==> src/rtl/cfgx_pkg.sv <==
`timescale 1ns/1ps
package cfgx_pkg;

    // controller phases
    typedef enum logic [1:0] {
        ST_IDLE = 2'd0,
        ST_ADDR = 2'd1,
        ST_DATA = 2'd2,
        ST_DONE = 2'd3
    } cfgx_state_e;

    // routing outcome of one request
    typedef enum logic [1:0] {
        RT_NONE  = 2'd0,
        RT_LOCAL = 2'd1,
        RT_FWD   = 2'd2
    } cfgx_route_e;

    // field geometry of the request word
    localparam int ADW_DEF  = 32;
    localparam int BUSW_DEF = 8;
    localparam int DEVW_DEF = 5;
    localparam int FNW_DEF  = 3;
    localparam int REGW_DEF = 6;

endpackage

==> src/rtl/cfgx_idsel.sv <==
`timescale 1ns/1ps
// Sparse device-select field for local cycles: N_SEL consecutive device
// numbers starting at FIRST_DEV each light one bit starting at FIRST_BIT.
module cfgx_idsel #(
    parameter int DEVW      = 5,
    parameter int SELW      = 21,
    parameter int FIRST_DEV = 30,
    parameter int FIRST_BIT = 3,
    parameter int N_SEL     = 2
) (
    input  logic [DEVW-1:0] dev,
    output logic [SELW-1:0] sel
);

    localparam int LAST_BIT = FIRST_BIT + N_SEL - 1;

    for (genvar j = 0; j < SELW; j++) begin : g_bit
        if (j >= FIRST_BIT && j <= LAST_BIT) begin : g_live
            localparam int DEV_NUM = FIRST_DEV + j - FIRST_BIT;
            assign sel[j] = (dev == DEVW'(DEV_NUM));
        end else begin : g_dead
            assign sel[j] = 1'b0;
        end
    end

endmodule

==> src/rtl/cfgx_addr_dec.sv <==
`timescale 1ns/1ps
// Splits the request word, picks the route and builds the address phase.
module cfgx_addr_dec
    import cfgx_pkg::*;
#(
    parameter int ADW  = ADW_DEF,
    parameter int BUSW = BUSW_DEF,
    parameter int DEVW = DEVW_DEF,
    parameter int FNW  = FNW_DEF,
    parameter int REGW = REGW_DEF
) (
    input  logic [ADW-1:0]  req_addr,
    input  logic [BUSW-1:0] sec_bus,
    input  logic [BUSW-1:0] sub_bus,
    output cfgx_route_e     route,
    output logic [ADW-1:0]  xlat_addr
);

    localparam int REG_LSB = 2;
    localparam int FN_LSB  = REG_LSB + REGW;
    localparam int DEV_LSB = FN_LSB + FNW;
    localparam int BUS_LSB = DEV_LSB + DEVW;
    localparam int EN_BIT  = ADW - 1;
    localparam int SELW    = ADW - DEV_LSB;
    localparam int PADW    = ADW - (BUS_LSB + BUSW);
    localparam int TOP_DEV = (1 << DEVW) - 2;
    // select bit for the first sparse device sits at AD[14]
    localparam int SEL_BIT = 14 - DEV_LSB;

    logic            en;
    logic [BUSW-1:0] bus_n;
    logic [DEVW-1:0] dev_n;
    logic [FNW-1:0]  fn_n;
    logic [REGW-1:0] reg_n;
    logic [SELW-1:0] sel;
    logic            is_local;
    logic            in_window;

    assign en    = req_addr[EN_BIT];
    assign bus_n = req_addr[BUS_LSB +: BUSW];
    assign dev_n = req_addr[DEV_LSB +: DEVW];
    assign fn_n  = req_addr[FN_LSB +: FNW];
    assign reg_n = req_addr[REG_LSB +: REGW];

    cfgx_idsel #(
        .DEVW      (DEVW),
        .SELW      (SELW),
        .FIRST_DEV (TOP_DEV),
        .FIRST_BIT (SEL_BIT),
        .N_SEL     (2)
    ) idsel_i (
        .dev (dev_n),
        .sel (sel)
    );

    always_comb begin
        is_local  = (bus_n == '0) || (bus_n == sec_bus);
        in_window = (bus_n > sec_bus) && (bus_n <= sub_bus);
        if (!en) begin
            route = RT_NONE;
        end else if (is_local) begin
            route = RT_LOCAL;
        end else if (in_window) begin
            route = RT_FWD;
        end else begin
            route = RT_NONE;
        end
    end

    always_comb begin
        if (route == RT_FWD) begin
            xlat_addr = {{PADW{1'b0}}, bus_n, dev_n, fn_n, reg_n, 2'b01};
        end else begin
            xlat_addr = {sel, fn_n, reg_n, 2'b00};
        end
    end

endmodule

==> src/rtl/cfgx_seq.sv <==
`timescale 1ns/1ps
// Single-DWord cycle sequencer: idle, address phase, data phase, done.
module cfgx_seq
    import cfgx_pkg::*;
#(
    parameter int ADW = ADW_DEF
) (
    input  logic           clk,
    input  logic           rst_n,
    input  logic           req_valid,
    input  logic           req_write,
    input  logic [ADW-1:0] req_wdata,
    input  cfgx_route_e    route,
    input  logic [ADW-1:0] xlat_addr,
    input  logic           bus_done,
    input  logic [ADW-1:0] bus_rdata,
    output logic           req_ready,
    output logic           bus_addr_valid,
    output logic           bus_data_valid,
    output logic           bus_write,
    output logic [ADW-1:0] bus_ad,
    output logic           rsp_valid,
    output logic [ADW-1:0] rsp_rdata
);

    typedef struct packed {
        cfgx_state_e    state;
        logic           write;
        logic [ADW-1:0] addr;
        logic [ADW-1:0] wdata;
        logic [ADW-1:0] rdata;
    } seq_regs_t;

    seq_regs_t r_d;
    seq_regs_t r_q;

    always_comb begin
        r_d = r_q;
        unique case (r_q.state)
            ST_IDLE: begin
                if (req_valid) begin
                    r_d.write = req_write;
                    r_d.wdata = req_wdata;
                    r_d.addr  = xlat_addr;
                    if (route == RT_NONE) begin
                        r_d.rdata = req_write ? '0 : '1;
                        r_d.state = ST_DONE;
                    end else begin
                        r_d.state = ST_ADDR;
                    end
                end
            end
            ST_ADDR: begin
                r_d.state = ST_DATA;
            end
            ST_DATA: begin
                if (bus_done) begin
                    r_d.rdata = r_q.write ? '0 : bus_rdata;
                    r_d.state = ST_DONE;
                end
            end
            ST_DONE: begin
                r_d.state = ST_IDLE;
            end
            default: r_d.state = ST_IDLE;
        endcase
    end

    always_ff @(posedge clk or negedge rst_n) begin
        if (!rst_n) begin
            r_q <= '{state: ST_IDLE, write: 1'b0, addr: '0, wdata: '0, rdata: '0};
        end else begin
            r_q <= r_d;
        end
    end

    always_comb begin
        req_ready      = (r_q.state == ST_IDLE);
        bus_addr_valid = (r_q.state == ST_ADDR);
        bus_data_valid = (r_q.state == ST_DATA);
        bus_write      = bus_data_valid && r_q.write;
        rsp_valid      = (r_q.state == ST_DONE);
        rsp_rdata      = rsp_valid ? r_q.rdata : '0;
        if (bus_addr_valid) begin
            bus_ad = r_q.addr;
        end else if (bus_write) begin
            bus_ad = r_q.wdata;
        end else begin
            bus_ad = '0;
        end
    end

endmodule

==> src/rtl/cfgx_router.sv <==
`timescale 1ns/1ps
module cfgx_router
    import cfgx_pkg::*;
#(
    parameter int ADW  = ADW_DEF,
    parameter int BUSW = BUSW_DEF,
    parameter int DEVW = DEVW_DEF,
    parameter int FNW  = FNW_DEF,
    parameter int REGW = REGW_DEF
) (
    input  logic            clk,
    input  logic            rst_n,
    input  logic [BUSW-1:0] sec_bus,
    input  logic [BUSW-1:0] sub_bus,
    input  logic            req_valid,
    output logic            req_ready,
    input  logic [ADW-1:0]  req_addr,
    input  logic            req_write,
    input  logic [ADW-1:0]  req_wdata,
    output logic            bus_addr_valid,
    output logic            bus_data_valid,
    output logic            bus_write,
    output logic [ADW-1:0]  bus_ad,
    input  logic            bus_done,
    input  logic [ADW-1:0]  bus_rdata,
    output logic            rsp_valid,
    output logic [ADW-1:0]  rsp_rdata
);

    cfgx_route_e    route;
    logic [ADW-1:0] xlat_addr;

    cfgx_addr_dec #(
        .ADW  (ADW),
        .BUSW (BUSW),
        .DEVW (DEVW),
        .FNW  (FNW),
        .REGW (REGW)
    ) dec_i (
        .req_addr  (req_addr),
        .sec_bus   (sec_bus),
        .sub_bus   (sub_bus),
        .route     (route),
        .xlat_addr (xlat_addr)
    );

    cfgx_seq #(
        .ADW (ADW)
    ) seq_i (
        .clk            (clk),
        .rst_n          (rst_n),
        .req_valid      (req_valid),
        .req_write      (req_write),
        .req_wdata      (req_wdata),
        .route          (route),
        .xlat_addr      (xlat_addr),
        .bus_done       (bus_done),
        .bus_rdata      (bus_rdata),
        .req_ready      (req_ready),
        .bus_addr_valid (bus_addr_valid),
        .bus_data_valid (bus_data_valid),
        .bus_write      (bus_write),
        .bus_ad         (bus_ad),
        .rsp_valid      (rsp_valid),
        .rsp_rdata      (rsp_rdata)
    );

endmodule

==> config.mk <==
export PLATFORM = sky130hd
export DESIGN_NAME = cfgx_router
export DESIGN_NICKNAME = d
export VERILOG_FILES = /design/src/rtl/cfgx_pkg.sv /design/src/rtl/cfgx_idsel.sv /design/src/rtl/cfgx_addr_dec.sv /design/src/rtl/cfgx_seq.sv /design/src/rtl/cfgx_router.sv
export SDC_FILE = /design/constraint.sdc
export NUM_CORES = 1
export LEC_CHECK = 0
export BUFFER_PORTS_ARGS = -buffer_cell sky130_fd_sc_hd__buf_2
export CORE_MARGIN = 1.5
export CORE_UTILIZATION = 32
export CTS_CLUSTER_DIAMETER = 30
export DETAILED_ROUTE_END_ITERATION = 10
export PLACE_DENSITY_LB_ADDON = 0.12
export SYNTH_ARGS = -nofsm -noshare
export SYNTH_HDL_FRONTEND = slang
export SYNTH_SLANG_ARGS = --single-unit
==> constraint.sdc <==
create_clock -name clk -period 1.8 [get_ports clk]
set_clock_uncertainty 0.05 [all_clocks]
set_input_delay 0.27 -clock clk [delete_from_list [all_inputs] [get_ports clk]]
set_output_delay 0.27 -clock clk [all_outputs]
set_load 0.1 [all_outputs]
==> metrics.md <==
| Metric | Value |
|---|---|
| Status | `finished, violations left` |
| Failing checks | `negative setup slack` |
| Total negative slack | `-22.77 ns` |
| Switch share | `47.9%` |
| Die outline height | `125 um` |
| Most common flop cell mapped by yosys | `dfrtp_1` |
| Post-Layout Cell Count | `890` |
| H-tree levels | `3` |
| Die area | `15700 um2` |
| Overall Power | `19.0 mW` |
| Required time of the critical path | `1.48 ns` |
| Placed cell count | `847` |
| Grt met2 use | `29.7%` |
| Commonest cells post-synth | `nand2_1 (118), dfrtp_1 (90), and2_1 (43)` |
| Initial DRC Count | `172` |
| Cell variety after synth | `37` |
| Post-synth ARST share | `100%` |
| Worst hold path depth | `2` |
| Psw | `9.07 mW` |
| Met1 global-route usage | `24.1%` |
| Fin. max-slew vios | `0` |
| Critical path class | `flip-flop to output pin` |
| Worst slew pin tran | `0.708 ns` |
| Antenna diode count | `0` |
| CTS tree | `built` |
| Crit share post-route | `116%` |
| Remaining Overflow, GRT | `0` |
| Starting Density | `32.9%` |
| FILL cells | `1199` |
| Max cap viols | `0` |
| Final hold slack | `0.0941 ns` |
| Seq pwr share | `18.8%` |
| Register-to-Register Path Depth | `10` |
| Syn nets | `615` |
| Total number of vias | `4372` |
| Clock Latency Late Sink | `0.34 ns` |
| Worst EP arrival | `1.77 ns` |
| Final min period | `2.09 ns` |
| Drt pass-1 iters | `4` |
| # nets final | `842` |
| Startpoint type of the worst setup path | `flip-flop` |
| CTS root buf | `clkbuf_16` |
| Die Width | `125 um` |
| GRT Resource Usage Total | `18.5%` |
| EDFF count, synth | `0` |
| Vias per Instance | `4.91` |
| Num rows | `44` |
| Port buffer count | `176` |
| Synth Instances | `478` |
| Core Area | `14500 um2` |
| Sequential share of the synthesized area | `47.2%` |
| Vias in the first global route | `4655` |
| Drt wl/cell | `16.7 um` |
| ANT nets after route | `0` |
| CTS Sinks | `90` |
| Most flops, register | `seq_i.r_q` |
| Fin worst setup slack | `-0.288 ns` |
| Fmax achieved | `479 MHz` |
| GR Util met3 | `5.01%` |
| Layout cells sized above 1 | `53.5%` |
| Biggest regs | `seq_i.r_q (90)` |
| Worst-path clk slew | `0.06 ns` |
| CTS Buffer Depth | `2` |
| Max FFs per register | `90` |
| CP Capture Type | `output pin` |
| Pin count of the biggest net entering global routing | `40` |
| Post-synth design cell area | `4780 um2` |
| Post-synthesis sequential element count | `90` |
| VDD IR max | `0.00157 V` |
| # IOs | `186` |
| Synth top area cells | `dfrtp_1 (47%), mux2_1 (9.7%), nand2_1 (9.3%), o22a_1 (5.9%), and2_1 (5.6%)` |
| First-pass GRT wire length | `23300 um` |
| Critical path peak fanout | `9` |
| Pwr dens | `2190 nW/um2` |
| Pleak | `3.86 nW` |
| Initial antenna violation count | `1` |
| P_int | `9.88 mW` |
| Fin. Hold Viols | `0` |
| Comb pwr share | `72.4%` |
| Placer Congestion | `0.849` |
| CTS Buf Count | `9` |
| Yosys top cell area share | `47.2%` |
| Hold crit path type | `input port to flip-flop` |
| Normalized max-slew margin | `52.7%` |
| Area grow syn2layout | `81.1%` |
| Synth Warn # | `0` |
| Final setup fails | `99` |
| Drt total wl | `14900 um` |
| Top-count cell post-synth | `nand2_1` |
| RSZ-0062 raised after global routing | `true` |
| # DRC | `0` |
| Synth area leader | `dfrtp_1` |
| Mean post-synth cell area | `9.99 um2` |
| Most crowded layer after global routing | `met2` |
| Hpwl dp | `9810 um` |
| Clock power frac | `8.9%` |
layout by cell type (no fill, tap or decap), types with 2 or more instances in the layout:
cell	count
buf_2	104
nand2_1	97
dfrtp_1	89
buf_12	82
and2_4	43
mux2_1	34
o22a_1	32
buf_4	29
o21ai_4	23
nand2_2	18
clkbuf_16	18
ha_1	15
buf_6	15
inv_1	14
a22o_1	11
mux2_4	7
nor2_1	6
nor2b_4	5
a21oi_1	5
ha_4	5
buf_16	5
nand2_4	4
nand4_1	4
a21o_1	3
nand3_1	3
a31oi_1	3
inv_2	2
o211ai_1	2
a21oi_2	2
nor4_1	2
mux2i_1	2
buf_8	2
worst max-delay path, cell delays in order (launching register included):
cell and delay, ns:
dfrtp_1 0.39, inv_2 0.08, ha_4 0.14, and2_4 0.20, nor2b_4 0.17, buf_12 0.12, and2_4 0.15, buf_12 0.16
power by group through the flow:
stage	Sequential, mW	Clock, mW	Combinational [mW]
2_1_floorplan	3.35	0	7.86
3_5_place_dp	3.49	0	11.8
5_1_grt	3.69	1.81	14.3
6_report	3.56	1.68	13.7
4_1_cts	3.53	1.72	13.1
3_3_place_gp	3.44	0	11.7
layout make-up:
class,count,area (um2),share of cell area [%]
Clock buffer,11,243,2.81
Sequential cell,90,2250,26.1
Clock inverter,1,5.00,0.0579
Multi-Input combinational cell,340,2900,33.5
Inverter,17,66.3,0.767
Tap cell,184,230,2.66
Timing Repair Buffer,247,2950,34.1
final timing paths:
path / slack (ns) / end / startpoint
min in group asynchronous: 0.37 / seq_i.r_q[49] / rst_n
min: 0.09 / seq_i.r_q[44] / req_wdata[12]
max in group asynchronous: 0.65 / seq_i.r_q[11] / rst_n
max: -0.29 / bus_ad[29] / seq_i.r_q[97]
min reg2reg: 0.43 / seq_i.r_q[60] / seq_i.r_q[60]
max reg2reg: -0.20 / seq_i.r_q[17] / seq_i.r_q[98]
per-layer routing:
metal / wire, um / part of all wire, %
met1: 6440 / 43
met2: 7170 / 48
met3: 936 / 6.3
met4: 299 / 2.0
met5: 13 / 0.087
logic make-up (layout without fill, tap and decap cells):
group / after synthesis / count (layout) / synth area share, %
buffers and inverters: 48 / 276 / 4.74
AO/OA/AOI/OAI: 89 / 89 / 14.3
multiplexers: 43 / 43 / 10.1
adder cells (fa/ha/maj): 20 / 20 / 5.24
flip-flops: 90 / 90 / 47.2
AND/OR/NAND/NOR: 188 / 188 / 18.5
stage by stage:
stage / setup WS (ns) / area (um2) / util (%)
CTS: -0.308 / 8220 / 56.5
detailed placement: -0.330 / 7570 / 52.1
finish: -0.288 / 8650 / 59.5
global route: -0.378 / 8650 / 59.5
floorplan: -0.587 / 5190 / -
global placement: -0.286 / 7570 / 52.1
timing repair:
action                                  in CTS  in global routing
pin swaps                                    5                  8
hold buffers                                 1                  0
resized for setup                           74                 41
endpoints found under the setup margin      98                156
gates cloned                                 6                 11
hold endpoints to repair                    30                  0
buffers inserted                             8                  8
Power figures use the tool's default switching activity.
